$ cat config.mk
export PLATFORM = sky130hd
export DESIGN_NAME = boot_cfg_lock
export DESIGN_NICKNAME = d
export VERILOG_FILES = /design/src/rtl/boot_cfg_pkg.sv /design/src/rtl/cfg_lock_fsm.sv /design/src/rtl/cfg_setup_store.sv /design/src/rtl/cfg_rsp_gen.sv /design/src/rtl/boot_cfg_lock.sv
export SDC_FILE = /design/constraint.sdc
export NUM_CORES = 1
export LEC_CHECK = 0
export ABC_CLOCK_PERIOD_IN_PS = 1960
export CAP_MARGIN = 20
export CORE_MARGIN = 2
export CORE_UTILIZATION = 30
export DETAILED_ROUTE_END_ITERATION = 8
export GPL_TIMING_DRIVEN = 0
export PLACE_DENSITY = 0.63
export SLEW_MARGIN = 15
export SYNTH_ARGS = -nofsm -noshare
export SYNTH_HDL_FRONTEND = slang
export SYNTH_SLANG_ARGS = --single-unit
$ cat constraint.sdc
create_clock -name clk -period 1.96 [get_ports clk]
set_input_delay 0.392 -clock clk [delete_from_list [all_inputs] [get_ports clk]]
set_output_delay 0.392 -clock clk [all_outputs]
set_load 0.1 [all_outputs]
$ cat src/rtl/boot_cfg_pkg.sv
package boot_cfg_pkg;
  localparam logic [31:0] SETUP_RST   = 32'h0CC0_0000;
  localparam logic [31:0] SETUP_WMASK = 32'h7FFF_FFFF;
  localparam int          TA_BIT      = 24;
  localparam logic [7:0]  UNLOCK_KEY  = 8'hCA;

  typedef enum logic [1:0] {
    LK_FRESH  = 2'd0,
    LK_SEALED = 2'd1,
    LK_ONCE   = 2'd2
  } lock_e;

  function automatic logic [31:0] setup_merge(input logic [31:0] w);
    return w & SETUP_WMASK;
  endfunction

  function automatic logic key_hit(input logic [31:0] w);
    return w[7:0] == UNLOCK_KEY;
  endfunction
endpackage

$ cat src/rtl/cfg_lock_fsm.sv
module cfg_lock_fsm
  import boot_cfg_pkg::*;
(
  input  logic clk,
  input  logic rst_n,
  input  logic setup_wr,
  input  logic unlock_wr,
  input  logic key_ok,
  output logic accept,
  output logic blocked,
  output logic pending,
  output logic ready
);
  lock_e state;

  always_comb begin
    accept  = setup_wr && (state != LK_SEALED);
    blocked = setup_wr && (state == LK_SEALED);
    pending = (state == LK_ONCE);
    ready   = (state != LK_FRESH);
  end

  always_ff @(posedge clk) begin
    if (!rst_n) begin
      state <= LK_FRESH;
    end else begin
      case (state)
        LK_FRESH:  if (setup_wr) state <= LK_SEALED;
        LK_SEALED: if (unlock_wr && key_ok) state <= LK_ONCE;
        LK_ONCE:   if (setup_wr) state <= LK_SEALED;
        default:   state <= LK_SEALED;
      endcase
    end
  end


  once_relock_chk: assert property (@(posedge clk) disable iff (!rst_n)
    (pending && setup_wr) |=> (!pending && ready));


  ready_sticky_chk: assert property (@(posedge clk) disable iff (!rst_n)
    ready |=> ready);
endmodule

$ cat src/rtl/cfg_setup_store.sv
module cfg_setup_store
  import boot_cfg_pkg::*;
#(
  parameter int          DW      = 32,
  parameter logic [31:0] RST_VAL = SETUP_RST
) (
  input  logic          clk,
  input  logic          rst_n,
  input  logic          load,
  input  logic [DW-1:0] wdata,
  output logic [DW-1:0] q
);
  always_ff @(posedge clk) begin
    if (!rst_n)    q <= RST_VAL;
    else if (load) q <= setup_merge(wdata);
  end


  bit31_clear_chk: assert property (@(posedge clk) disable iff (!rst_n)
    !q[DW-1]);
endmodule

$ cat src/rtl/cfg_rsp_gen.sv
module cfg_rsp_gen #(
  parameter int DW = 32
) (
  input  logic          clk,
  input  logic          rst_n,
  input  logic          wr,
  input  logic          rd,
  input  logic          hit_setup,
  input  logic          hit_unlock,
  input  logic          blocked,
  input  logic          en_ta,
  input  logic          pending,
  input  logic [DW-1:0] setup_q,
  output logic [DW-1:0] rdata,
  output logic          abort,
  output logic          ignored
);
  logic          unmapped;
  logic          restricted;
  logic          rd_only;
  logic [DW-1:0] rdata_d;

  always_comb begin
    unmapped   = !hit_setup && !hit_unlock;
    rd_only    = rd && !wr;
    restricted = (wr && (blocked || unmapped)) || (rd_only && unmapped);
    rdata_d    = '0;
    if (rd_only && hit_setup)  rdata_d = setup_q;
    if (rd_only && hit_unlock) rdata_d = {{(DW-1){1'b0}}, pending};
  end

  always_ff @(posedge clk) begin
    if (!rst_n) begin
      rdata   <= '0;
      abort   <= 1'b0;
      ignored <= 1'b0;
    end else begin
      rdata   <= rdata_d;
      abort   <= restricted && en_ta;
      ignored <= blocked;
    end
  end


  abort_gate_chk: assert property (@(posedge clk) disable iff (!rst_n)
    abort |-> (rdata == '0));
endmodule

$ cat src/rtl/boot_cfg_lock.sv
module boot_cfg_lock
  import boot_cfg_pkg::*;
#(
  parameter int ADDR_W     = 8,
  parameter int SETUP_OFS  = 0,
  parameter int UNLOCK_OFS = 4
) (
  input  logic              clk,
  input  logic              rst_n,
  input  logic [ADDR_W-1:0] reg_addr,
  input  logic              reg_wr,
  input  logic              reg_rd,
  input  logic [31:0]       reg_wdata,
  output logic [31:0]       reg_rdata,
  output logic              reg_abort,
  output logic              wr_ignored,
  output logic              cfg_ready
);
  localparam int DW = 32;

  logic          hit_setup, hit_unlock;
  logic          setup_wr_evt, unlock_wr_evt;
  logic          accept, blocked, pending;
  logic [DW-1:0] setup_q;

  assign hit_setup     = (reg_addr == ADDR_W'(SETUP_OFS));
  assign hit_unlock    = (reg_addr == ADDR_W'(UNLOCK_OFS));
  assign setup_wr_evt  = reg_wr && hit_setup;
  assign unlock_wr_evt = reg_wr && hit_unlock;

  cfg_lock_fsm u_fsm (
    .clk(clk), .rst_n(rst_n), .setup_wr(setup_wr_evt),
    .unlock_wr(unlock_wr_evt), .key_ok(key_hit(reg_wdata)),
    .accept(accept), .blocked(blocked), .pending(pending), .ready(cfg_ready)
  );

  cfg_setup_store #(.DW(DW), .RST_VAL(SETUP_RST)) u_store (
    .clk(clk), .rst_n(rst_n), .load(accept), .wdata(reg_wdata), .q(setup_q)
  );

  cfg_rsp_gen #(.DW(DW)) u_rsp (
    .clk(clk), .rst_n(rst_n), .wr(reg_wr), .rd(reg_rd),
    .hit_setup(hit_setup), .hit_unlock(hit_unlock), .blocked(blocked),
    .en_ta(setup_q[TA_BIT]), .pending(pending), .setup_q(setup_q),
    .rdata(reg_rdata), .abort(reg_abort), .ignored(wr_ignored)
  );


  sealed_hold_chk: assert property (@(posedge clk) disable iff (!rst_n)
    blocked |=> $stable(setup_q));


  ready_rise_chk: assert property (@(posedge clk) disable iff (!rst_n)
    $rose(cfg_ready) |-> $past(setup_wr_evt));
endmodule

== Word level (Yosys, flattened, before mapping) ==
Index checks and enable logic that the tools add are counted.

* $add $sub $neg: 0
* $mul: 0
* Divide/modulo/power cells: 0
* Magnitude comparators: 0
* Eq/ne operators: 7
* Shifts and indexed selects: 0
* Multiplexer cells: 5
* Bitwise operators: 2
* Reduce and logical (&&, ||, !) cells: 23

{| class="wikitable"
|+ Operators by type and width
! cell !! count
|-
| $logic_and A1 B1 Y1 || 12
|-
| $eq A8 B3 Y1 const B || 1
|-
| $eq A8 B8 Y1 const B || 1
|-
| $logic_not A8 Y1 || 1
|-
| $mux W2 || 2
|-
| $ne A2 B1 Y1 const B || 2
|-
| $pmux W2 S2 || 1
|-
| $logic_not A1 Y1 || 3
|-
| $reduce_or A3 Y1 || 1
|-
| $eq A2 B1 Y1 const B || 1
|-
| $eq A2 B2 Y1 const B || 1
|-
| $logic_not A2 Y1 || 1
|-
| $logic_or A1 B1 Y1 || 2
|-
| $mux W1 || 2
|-
| $ne A2 B2 Y1 const B || 1
|-
| $not A1 Y1 || 2
|-
| $reduce_and A2 Y1 || 1
|-
| $reduce_bool A2 Y1 || 1
|-
| $reduce_or A2 Y1 || 1
|}

* Bits in registers: 66
* Latch bits: 0
* Memory bits (writable): 0
* Memory bits (read-only): 0
* Input bits: 44
* Output and inout bits: 35
* Memories: 0

== Depth between registers and ports, before layout ==
Gate-level depths: netlist of the first run.

* Depth in word-level cells: 7
* Depth in mapped cells: 4
* Depth with buffers taken out: 3

== By module ==
From an unflattened synthesis of the first run, not the netlist that was laid out.

* Cells, all modules: 237
* Area, all modules: 2,655.0 um^2

{| class="wikitable"
|+ By module, submodules not included
! module !! instances !! cells each !! area an instance (um^2) !! sequential area each (um^2)
|-
| cfg_rsp_gen || 1 || 112 || 1,252.5 || 680.7
|-
| cfg_setup_store || 1 || 102 || 1,208.7 || 620.6
|-
| cfg_lock_fsm || 1 || 11 || 111.4 || 40.0
|-
| boot_cfg_lock || 1 || 12 || 82.6 || 0.0
|}

== Least setup slack after synthesis of the first run ==
OpenSTA, ideal clock, no wires.

* Kind: input -> register
* From: input port reg_addr[7]
* To: register u_store.q[10]
* Library setup time: 0.072 ns
* Arrival: 1.744 ns
* Data required time: 1.888 ns
* Slack: 0.144 ns
* Stages: 4
* Buffers on the path: 1
* Cell sequence: or4_4 nor4_4 buf_6 mux2i_1

* Cells in the longest elaborated chain, start to end: 3

{| class="wikitable"
|+ RTL lines
! item !! RTL line !! source
|-
| start, declared || boot_cfg_lock.sv:10 || <nowiki>input logic [ADDR_W-1:0] reg_addr,</nowiki>
|-
| $logic_not A8 Y1 || boot_cfg_lock.sv:26 || <nowiki>assign hit_setup = (reg_addr == ADDR_W'(SETUP_OFS));</nowiki>
|-
| $logic_and A1 B1 Y1 || boot_cfg_lock.sv:28 || <nowiki>assign setup_wr_evt = reg_wr && hit_setup;</nowiki>
|-
| $logic_and A1 B1 Y1 || cfg_lock_fsm.sv:17 || <nowiki>accept = setup_wr && (state != LK_SEALED);</nowiki>
|-
| end signal, assigned || cfg_setup_store.sv:15 || <nowiki>else if (load) q <= setup_merge(wdata);</nowiki>
|-
| end, declared || cfg_setup_store.sv:11 || <nowiki>output logic [DW-1:0] q</nowiki>
|}

No other way between the ends.
A chain may end at the register's enable or synchronous reset.

== Worst setup path in the final report of the first run ==
* From: register u_rsp.rdata[24]
* To: output port reg_rdata[24]

{| class="wikitable"
|+ RTL lines
! item !! RTL line !! source
|-
| start, declared || cfg_rsp_gen.sv:14 || <nowiki>output logic [DW-1:0] rdata,</nowiki>
|-
| start signal, assigned || cfg_rsp_gen.sv:38 || <nowiki>rdata <= rdata_d;</nowiki>
|-
| end, declared || boot_cfg_lock.sv:14 || <nowiki>output logic [31:0] reg_rdata,</nowiki>
|}

No word-level cell between the ends.

==> results of run 1 <==
## area by class of cell
class | instances | area (sq um)
multi-input combinational | 152 | 968
tap | 102 | 128
clock buffer | 10 | 128
clock inverter | 5 | 80.1
fill | 764 | 4240
sequential | 66 | 1320
timing repair buffer | 78 | 736
buffer | 14 | 82.6
## what timing repair did
action                     in CTS  in global routing
cloned                          0                  0
pin swaps                       1                  0
buffers inserted                2                  0
hold buffers                    0                  0
resized for setup              39                  2
setup endpoints to repair      94                 29
## registers in the layout (all words and copies together) (netlist names)
signal / flops
u_rsp.ignored: 1
u_fsm.state: 2
u_store.q: 31
u_rsp.abort: 1
u_rsp.rdata: 31
## cell families after synthesis
group / count (synthesis)
DFF: 66
AOI/OAI and AO/OA: 4
buffers and inverters: 14
muxes: 32
and+or+nand+nor: 115
other: 1
## routing by layer
metal,up-vias,GRT usage,routed length (microns)
met1,843,0.156,2440
met4,0,0.0551,62
met3,6,0.0480,343
met2,57,0.219,2560
met5,-,0,0
li1,933,-,-
## power by group through the flow
stage,registers (uW),logic (uW),clock network [uW]
2_1_floorplan,1370,55.2,0
3_3_place_gp,1370,163,0
3_5_place_dp,1370,164,0
4_1_cts,1340,165,1250
5_1_grt,1340,177,1310
6_report,1340,165,1220
## placed cells by master, fill, tap and decap left out, drive strengths merged
cell            n
mux2i          32
conb            1
and2           30
dlygate4sd2    33
o32ai           1
clkinvlp        2
or4bb           1
bufinv          2
nand4           1
buf             6
clkdlybuf4s15   1
nor4b           2
or3             1
or2             1
nor3            3
nand2b          1
nor2            1
nand2          57
clkdlybuf4s50  42
clkinv          1
nor2b          11
nand3b          1
or4             1
clkbuf         20
dfxtp          66
o22ai           1
a21oi           1
nand3           1
nor4            2
and4            1
o221a           1
## stage by stage
step / total power, uW / utilization
after floorplan: 1430 / -
after global routing: 2830 / 0.448
after detailed placement: 1540 / 0.422
after CTS: 2760 / 0.447
after global placement: 1540 / 0.422
final: 2720 / 0.448
## final timing paths
kind	cells after the start	to	slack, ps	start
max	1	reg_rdata[24]	60	u_rsp.rdata[24]
max reg2reg	5	u_store.q[14]	580	u_fsm.state[0]
min	2	u_store.q[29]	450	u_store.q[29]
min reg2reg	2	u_store.q[29]	450	u_store.q[29]
## Yosys cell counts
library cell,n
a21oi_1,1
buf_6,3
o221a_2,1
conb_1,1
nor4_1,1
nand2b_1,1
buf_4,1
or4_4,1
nand3_1,1
or2_2,1
and4_1,1
nor2_1,1
dfxtp_1,66
nand4_1,1
nand2_1,57
nor3_1,3
nand3b_1,1
nor4b_1,2
o22ai_1,1
clkbuf_1,10
nor4_4,1
or3_1,1
and2_1,30
or4bb_1,1
nor2b_1,11
o32ai_1,1
mux2i_1,32
==> reports/metrics.csv, run 1 <==
metric,value,unit
die_area,8590,sq um
layout-area-overhead-vs-synth,46.0,%
num_vias,1839,
yosys.cell_types.count,27,
power_density,791,nW/um^2
dr.first_iter.drc_count,44,
grt_pass1_vias,1874,
syn-cell-area,2360,sq um
synthXorXnorAreaFrac,0,
fp.dieW,92.7,microns
synth_compound_area_frac,0.0133,
fin_crit,1900,ps
gp_congestion,0.754,
antenna_cells,0,
peakVddDrop,0.361,mV
synthAdderAreaFrac,0,
maxSlewHeadroom,0.338,
pwr-share-clk,0.447,
hold_path.class,register to register,
intPower,2140,uW
synthSimpleGateAreaFrac,0.256,
critPathLaunchType,register,
dp_slack,-487,ps
ys_seq_area_frac,0.560,
path_class,register to output pin,
design_area,3440,sq um
root_buffer,clkbuf_8,
ys_warn_count,0,
p_comb_frac,0.061,
post-synth-top-area-cell,dfxtp_1,
worst-path-buf-inv,1,
grt_usage,0.133,
timing.final.ws_setup,58.2,ps
yosysTopAreaCellShare,0.560,
ys_ff_latch,66,
gr-total-overflow,0,
grt_pass1_wl,8680,microns
dp_cells,410,
pwr-share-seq,0.493,
leakagePower,0.00141,uW
remaining_drc_errors,0,
io_pins,79,
antenna_found_initial,0,
synth_nets,276,
numCtsBuffers,9,
worstPathCellList,dlygate4sd2_1,
finalSetupViolCount,0,
clockBufferDepth,2,
status,completed,
crit_path_top_delay_cell,dlygate4sd2_1,
post-route-period-util,0.970,
wl,5410,microns
drv_slew,0,
crit_arrival,1510,ps
tightest_slew,996,ps
tritoncts,yes,
crit_path_max_fanout,1,
clk_pin_slew_worst_paths,70,ps
synth_top_family_by_area,simple AND/OR/NAND/NOR gates,
via_per_inst,4.31,
cts_sinks,66,
row_count,32,
grt_start_max_net_pins,12,
clock-skew-final,6.75,ps
portBuffers,76,
netSwitchingFraction,0.213,
setup-tns-final,0,ps
final_cells,427,
clk_latency,330,ps
crit_required,1570,ps
max_freq,526,MHz
p_sw,580,uW
dieHeight,92.7,microns
htree_levels,3,
synth_cells,232,
rsz0062_at_grt,no,
max_stage_delay,850,ps
worst_hold_slack,449,ps
antenna_left,0,
cpLargestDelayFamily,buffers and inverters,
drtPass1Iterations,5,
start_util,0.307,
final_nets,365,
core-area,7690,sq um
synthTopCellsByArea,"dfxtp_1 (56%), mux2i_1 (14%), nand2_1 (9.1%)",
synth.avg_cell_area,10.2,sq um
max_cap_violations,0,
dpl_cell_area,3250,sq um
routedWlPerCell,12.7,microns
synth.area.mux_share,0.136,
drive_above_1_share,0.0923,
finalHoldViolCount,0,
dp.final_hpwl,3810,microns
end_kind,output pin,
Note: power is estimated with default switching activity, not from simulation.
==> run 2: changes to the inputs <==
--- a/config.mk
+++ b/config.mk
@@ -5,13 +5,13 @@
 export SDC_FILE = /design/constraint.sdc
 export NUM_CORES = 1
 export LEC_CHECK = 0
-export ABC_CLOCK_PERIOD_IN_PS = 1960
+export ABC_CLOCK_PERIOD_IN_PS = 1700
 export CAP_MARGIN = 20
 export CORE_MARGIN = 2
 export CORE_UTILIZATION = 30
 export DETAILED_ROUTE_END_ITERATION = 8
 export GPL_TIMING_DRIVEN = 0
-export PLACE_DENSITY = 0.63
+export PLACE_DENSITY = 0.65
 export SLEW_MARGIN = 15
 export SYNTH_ARGS = -nofsm -noshare
 export SYNTH_HDL_FRONTEND = slang
==> constraint.sdc (replaced) <==
create_clock -name clk -period 1.7 [get_ports clk]
set_input_delay 0.34 -clock clk [delete_from_list [all_inputs] [get_ports clk]]
set_output_delay 0.34 -clock clk [all_outputs]
set_load 0.1 [all_outputs]
==> reports/metrics.csv, run 2 (synthesized netlist as in run 1, its figures left out) <==
metric,value,unit,change
grt_start_max_net_pins,13,,was 12
finalHoldViolCount,0,,unchanged
layout-area-overhead-vs-synth,57.5,%,was 46.0%
routedWlPerCell,12.6,microns,was 12.7 microns
grt_pass1_vias,1877,,was 1874
status,completed,,unchanged
top_layer_used,met4,,unchanged
cts_hold_buf,0,,unchanged
rsz0062_at_grt,yes,,was no
die_area,8590,sq um,unchanged
start_util,0.307,,unchanged
clockBufferDepth,2,,unchanged
antenna_found_initial,0,,unchanged
dieHeight,92.7,microns,unchanged
drv_slew,0,,unchanged
wl_met2,2680,microns,was 2560 microns
wl,5480,microns,was 5410 microns
dp.final_hpwl,3800,microns,was 3810 microns
fillers,733,,was 764
maxSlewHeadroom,0.625,,was 0.338
leakagePower,0.00140,uW,was 0.00141 uW
remaining_drc_errors,0,,unchanged
antenna_cells,0,,unchanged
gr-total-overflow,0,,unchanged
dpl_cell_area,3250,sq um,unchanged
max_cap_violations,0,,unchanged
portBuffers,76,,unchanged
clock-skew-final,7.72,ps,was 6.75 ps
top_regs,"u_rsp.rdata: 31 flops, u_store.q: 31 flops, u_fsm.state: 2 flops",,unchanged
final_nets,372,,was 365
htree_levels,3,,unchanged
max_freq,608,MHz,
tritoncts,yes,,unchanged
drtPass1Iterations,4,,was 5
io_pins,79,,unchanged
grt_usage,0.137,,was 0.133
post-route-period-util,0.968,,
grt_pass1_wl,8870,microns,was 8680 microns
final_cells,435,,was 427
row_count,32,,unchanged
layout_commonest_cell,dfxtp_1,,unchanged
via_per_inst,4.27,,was 4.31
dr_wl_met3,311,microns,was 343 microns
crit_path_max_fanout,5,,was 1
fin_crit,1650,ps,
hold_path.class,input pin to register,,was register to register
cts_sinks,66,,unchanged
end_kind,output pin,,unchanged
design_area,3710,sq um,was 3440 sq um
final_cell_mix,"dfxtp_1 (66), nand2_1 (57), clkdlybuf4s50_1 (34)",,"was dfxtp_1 (66), nand2_1 (57), clkdlybuf4s50_1 (42)"
dp_cells,410,,unchanged
gp_congestion,0.722,,was 0.754
antenna_left,0,,unchanged
finalSetupViolCount,0,,unchanged
critPathLaunchType,register,,unchanged
multi_input_area,976,sq um,was 968 sq um
seq_area,1320,sq um,unchanged
utilization,0.483,,was 0.448
numCtsBuffers,9,,unchanged
path_class,register to output pin,,unchanged
power_density,848,nW/um^2,was 791 nW/um^2
drt-met1-wl,2340,microns,was 2440 microns
dr.first_iter.drc_count,39,,was 44
fp.dieW,92.7,microns,unchanged
clk_pin_slew_worst_paths,70,ps,about the same
num_vias,1858,,was 1839
clk_latency,340,ps,was 330 ps
root_buffer,clkbuf_8,,unchanged
crit_required,1360,ps,was 1570 ps
drive_above_1_share,0.240,,was 0.0923
tightest_slew,565,ps,was 996 ps
core-area,7690,sq um,unchanged
peakVddDrop,0.295,mV,was 0.361 mV
crit_arrival,1310,ps,was 1510 ps
## run 2: cell types whose count changed in the layout (fill, tap and decap cells not counted), sizes merged
| cell | change |
|---|---|
| clkdlybuf4s50 | -8 |
| clkdlybuf4s15 | +33 |
| clkinv | +2 |
| dlymetal6s2s | +4 |
| dlygate4sd2 | -33 |
| bufbuf | +1 |
| buf | +9 |
## run 2: where the power goes
part | switching, uW | internal [uW]
Combinational | 79.1 | 109
Clock | 596 | 822
Sequential | 0.457 | 1550
Total | 675 | 2480
## run 2: what timing repair did
item | 4_1_cts | 5_1_grt
resized for setup | 126 | 21
endpoints found under the setup margin | 94 | 64
gates cloned | 3 | 0
pin swaps | 2 | 1
buffers inserted | 5 | 1
## run 2: worst max-delay path: stages (launching register included)
cell     delay [ps]
dfxtp_1         400
or2_2           150
buf_2           410
## run 2: through the flow
step | setup TNS (ps) | hold WS [ps] | total power, uW | setup slack [ps]
6_report | 0 | 371 | 3150 | 55.0
5_1_grt | -13.3 | 381 | 3260 | -5.53
4_1_cts | -99.2 | 343 | 3190 | -99.2
3_3_place_gp | -38170 | 437 | 1770 | -691
2_1_floorplan | 0 | 417 | 1650 | 64.9
3_5_place_dp | -39620 | 438 | 1770 | -683
## run 2: worst paths after layout
kind | from | depth (start not counted) | slack [ps] | end
setup / recovery | u_fsm.state[0] | 2 | 50 | cfg_ready
hold / removal | reg_addr[0] | 4 | 370 | u_rsp.ignored
setup reg to reg | u_fsm.state[0] | 6 | 210 | u_store.q[23]
hold reg to reg | u_store.q[13] | 1 | 450 | u_rsp.rdata[13]
## run 2: layout make-up
class                           instances  area share
Sequential cell                        66       0.356
Multi-Input combinational cell        152       0.263
Timing Repair Buffer                   85       0.257
Tap cell                              102      0.0344
Clock buffer                            9      0.0333
Buffer                                 14      0.0320
Clock inverter                          7      0.0253
## run 2: per-layer routing
metal  global-route usage  up-vias
li1                     -      952
met1                0.155      842
met2                0.229       51
met3               0.0391       13
met4               0.0809        0
met5                    0        -
